===== src/rtl/rbw_store_seq.sv =====
module rbw_store_seq #(
  parameter int AW = 16
) (
  input  logic          clk,
  input  logic          rst_n,
  input  logic          req_valid,
  output logic          req_ready,
  input  logic [AW-1:0] req_addr,
  input  logic          req_byte,
  input  logic [1:0]    req_op,
  input  logic [15:0]   req_data,
  output logic          req_done,
  output logic [AW-2:0] mem_addr,
  output logic          mem_rd,
  output logic          mem_wr,
  output logic [15:0]   mem_wdata,
  input  logic [15:0]   mem_rdata
);
  localparam logic [1:0] OP_CLR = 2'b01;
  localparam logic [1:0] OP_SET = 2'b10;

  typedef enum logic [2:0] {S_IDLE, S_READ, S_MERGE, S_WRITE, S_DONE} st_t;

  st_t          st;
  logic [AW-2:0] wadr;
  logic          bsel, odd;
  logic [1:0]    op_q;
  logic [15:0]   dat_q, merged, src, next_word;

  assign req_ready = (st == S_IDLE);
  assign mem_rd    = (st == S_READ);
  assign mem_wr    = (st == S_WRITE);
  assign req_done  = (st == S_DONE);
  assign mem_addr  = wadr;
  assign mem_wdata = merged;

  assign src = (op_q == OP_CLR) ? 16'h0000 :
               (op_q == OP_SET) ? 16'hFFFF : dat_q;

  assign next_word = !bsel ? src :
                     odd   ? {mem_rdata[15:8], src[7:0]} :
                             {src[7:0], mem_rdata[7:0]};

  always_ff @(posedge clk or negedge rst_n) begin
    if (!rst_n) begin
      st     <= S_IDLE;
      wadr   <= '0;
      bsel   <= 1'b0;
      odd    <= 1'b0;
      op_q   <= 2'b00;
      dat_q  <= '0;
      merged <= '0;
    end else begin
      case (st)
        S_IDLE: if (req_valid) begin
          wadr  <= req_addr[AW-1:1];
          odd   <= req_addr[0];
          bsel  <= req_byte;
          op_q  <= req_op;
          dat_q <= req_data;
          st    <= S_READ;
        end
        S_READ:  st <= S_MERGE;
        S_MERGE: begin
          merged <= next_word;
          st     <= S_WRITE;
        end
        S_WRITE: st <= S_DONE;
        default: st <= S_IDLE;
      endcase
    end
  end

  a_r9_rd_wr_exclusive: assert property (@(posedge clk) disable iff (!rst_n)
    !(mem_rd && mem_wr));

  a_r2_read_precedes_write: assert property (@(posedge clk) disable iff (!rst_n)
    mem_wr |-> $past(mem_rd, 2));

  a_r1_same_word: assert property (@(posedge clk) disable iff (!rst_n)
    mem_wr |-> mem_addr == $past(mem_addr, 2));

  a_r3_even_keeps_low: assert property (@(posedge clk) disable iff (!rst_n)
    (mem_wr && bsel && !odd) |-> mem_wdata[7:0] == $past(mem_rdata[7:0]));

  a_r4_odd_keeps_high: assert property (@(posedge clk) disable iff (!rst_n)
    (mem_wr && bsel && odd) |-> mem_wdata[15:8] == $past(mem_rdata[15:8]));

  a_r7_done_after_write: assert property (@(posedge clk) disable iff (!rst_n)
    req_done |-> $past(mem_wr));

  a_r7_done_single: assert property (@(posedge clk) disable iff (!rst_n)
    req_done |=> !req_done);

  a_r8_busy_not_ready: assert property (@(posedge clk) disable iff (!rst_n)
    mem_rd |=> !req_ready);
endmodule


===== config.mk =====
export PLATFORM = sky130hd
export DESIGN_NAME = rbw_store_seq
export DESIGN_NICKNAME = d
export VERILOG_FILES = /design/src/rtl/rbw_store_seq.sv
export SDC_FILE = /design/constraint.sdc
export NUM_CORES = 1
export LEC_CHECK = 0
export ABC_AREA = 1
export BUFFER_PORTS_ARGS = -buffer_cell sky130_fd_sc_hd__buf_2
export CORE_MARGIN = 1.5
export CORE_UTILIZATION = 45
export CTS_BUF_LIST = sky130_fd_sc_hd__clkbuf_16
export CTS_CLUSTER_DIAMETER = 50
export CTS_CLUSTER_SIZE = 16
export DETAILED_ROUTE_END_ITERATION = 7
export PLACE_DENSITY = 0.7
export SLEW_MARGIN = 10
export SYNTH_ARGS = -nofsm -noshare
export SYNTH_HDL_FRONTEND = slang
export SYNTH_SLANG_ARGS = --single-unit

===== constraint.sdc =====
create_clock -name clk -period 3.1 [get_ports clk]
set_clock_uncertainty 0.2 [all_clocks]
set_input_delay 0.775 -clock clk [delete_from_list [all_inputs] [get_ports clk]]
set_output_delay 0.775 -clock clk [all_outputs]
set_load 0.02 [all_outputs]

==> metrics <==
drc violations=0; top cells by area, synth=dfrtp_1 54%, nand2_1 11%, a21oi_1 9.6%; Peak VDD IR=approximately 0.65 mV; post-synthesis mux area share=0%; Crit Path Class=flop to output port; crit-path cells=inv_2 -> nand2_4 -> nor2_8 -> buf_2; number of fill cells in the layout=518; largest family of logic cells by synthesized area=simple AND/OR/NAND/NOR gates; Total Routing Usage GR=19.9%; first-pass GRT wire length=9.43 mm; n_diodes=0; Post-Route Utilization=56.8%; Die X=77.7 um; core area=5440 um2; Max H-tree Level=2; CTS max path bufs=2; # hold bufs at CTS=0; Min Hold Slack=0.198 ns; drt pass-1 iters=4; Synth Net Count=359; Synth Area in Simple Gates=between 20% and 30%; worst-path fanout max=17; cell count after synthesis=305; max-slew violation count=0; DR vias/cell=4.79; cts bufs inserted=5; Hold Vio Cnt, Final=0; # Post-CTS Setup Buffers=0; Least-Margin Pin Slew=0.807 ns; Root Buffer=clkbuf_16; Worst Hold Class=input pin to asynchronous set/reset pin; Pwr Density=about 1100 nW/um2; synthesized area per cell=8.24 um2; Layout area overhead=22.8%; Worst-Skew Late Latency=around 0.29 ns; Main synth FF type=dfrtp_1; Synth top area share=53.8%; full die area=6040 um2; I/O Pins=approximately 90; drt total wl=5.66 mm; clock sink count=54; max_cap viols=0; share of cells above drive strength 1=28.6%; Antenna Violating Nets Remaining=0; crit path DAT=1.32 ns; Period minus WS final=about 2.3 ns; Initial Util=46.2%; ys async rst share=100%; gpl congestion=0.871; die height=77.7 um; via count=2,205; DRT iter0 DRCs=114; setup tns final=0 ns; dpl hpwl=4.12 mm; Req. time, crit path=2.12 ns; total power=3410 uW; period utilization=74.1%; row count=27; DR WL/cell=between 10 and 15 um; library cells used by synthesis=19; XOR/XNOR Fraction of Synth Area=0%; max_slew headroom=46.2%; Port Buffers=around 90; endpoints failing setup=0; Synth Area in Compound Gates=11.3%; pin count of the biggest net entering global routing=between 50 and 60; fmax=between 400 and 500 MHz; Netlist Area Pre-Place=between 2000 and 3000 um2; sequential cell area=approximately 1400 um2; Seq cells post-synth=54; Yosys Warn Count=0; EDFF count, synth=0; post-synthesis sequential area ratio=53.8%; vias in the first global route=2,028; antenna violations before repair=0; top cell type by total area after synthesis=dfrtp_1; most frequent cells after synthesis=72 x nand2_1, 54 x dfrtp_1, 54 x nor2_1; area occupied by multi-input gates=965 um2; CP max-delay cell=dfrtp_1; crit end category=output port; Pleak=0.00169 uW; grt ovf=0; clock-pin slew on the worst setup and hold paths=~0.060 ns; outcome=completed; adder-cell share of the synthesized area=0%; CTS tree=yes; Worst path max stage delay=0.41 ns; RSZ-0062 raised after global routing=no; cts repair resizes=0; count leader, synth=nand2_1; crit path launch type=flop; nets=442
path summary, 6_finish.rpt:
kind / startpoint / to / slack [ns] / cells after the start
max: st[2] / req_ready / 0.80 / 4
min: rst_n / dat_q[4] / 0.20 / 1
max reg2reg: st[2] / dat_q[3] / 1.29 / 6
min reg2reg: mem_addr[1] / mem_addr[1] / 0.27 / 2
max in group asynchronous: rst_n / st[1] / 1.90 / 2
min in group clk: mem_addr[1] / mem_addr[1] / 0.27 / 2
area by class of cell:
class                           instances  area share, %
Sequential cell                        54           43.8
Multi-Input combinational cell        212           31.2
Timing Repair Buffer                   90           14.7
Clock buffer                            5           4.05
Inverter                               25           3.04
Tap cell                               72           2.92
Clock inverter                          2          0.243
report_power, final:
part / total, uW / switching [uW] / internal, uW
logic: 1680 / 1140 / 548
registers: 1210 / 171 / 1040
clock network: 517 / 228 / 289
total: 3410 / 1540 / 1880
metrics by stage:
| stage | worst slack [ns] | instance area [um2] | instances |
|---|---|---|---|
| after floorplan | 1.09 | 2510 | 305 |
| after global placement | 1.09 | 2960 | 453 |
| after detailed placement | 1.05 | 2960 | 453 |
| after CTS | 0.788 | 3090 | 460 |
| after global routing | 0.720 | 3090 | 460 |
| final | 0.803 | 3090 | 460 |
critical path, delay by kind of cell, from the launching register on:
kind	cells	cell delay [ns]
DFF	1	0.41
buffers and inverters	2	0.33
and+or+nand+nor	2	0.29
routing by layer:
layer  track usage [%]  vias to the layer above  part of all wire (%)
li1                  -                     1128                     -
met1              27.6                      980                    45
met2              30.1                       90                    44
met3              5.06                        7                   9.3
met4              7.09                        0                   1.3
met5                 0                        -                     0
cell families after synthesis:
logic type	count (synthesis)
DFF	54
buffers and inverters	39
and+or+nand+nor	159
AOI/OAI and AO/OA	53
layout by cell type (no fill, tap or decap):
cell       synthesis  layout
nand2_4            2       2
clkinv_1           1       1
nor2_2             1       1
inv_2              5       5
nand2_1           72      72
a21oi_1           48      48
nand3_4            1       1
buf_4              4       2
nor3_1             4       4
nand3_1           23      23
dfrtp_1           54      54
nor2_8             1       1
a21oi_2            5       5
buf_2              5      88
clkbuf_16          0       5
inv_1             19      21
or2_2              1       1
nor2_1            54      54
flip-flops by register name, indices dropped and copies added, names as in the netlist:
name / flops
odd: 1
st: 3
dat_q: 16
bsel: 1
mem_wdata: 16
mem_addr: 15
op_q: 2
Power figures use the tool's default switching activity.
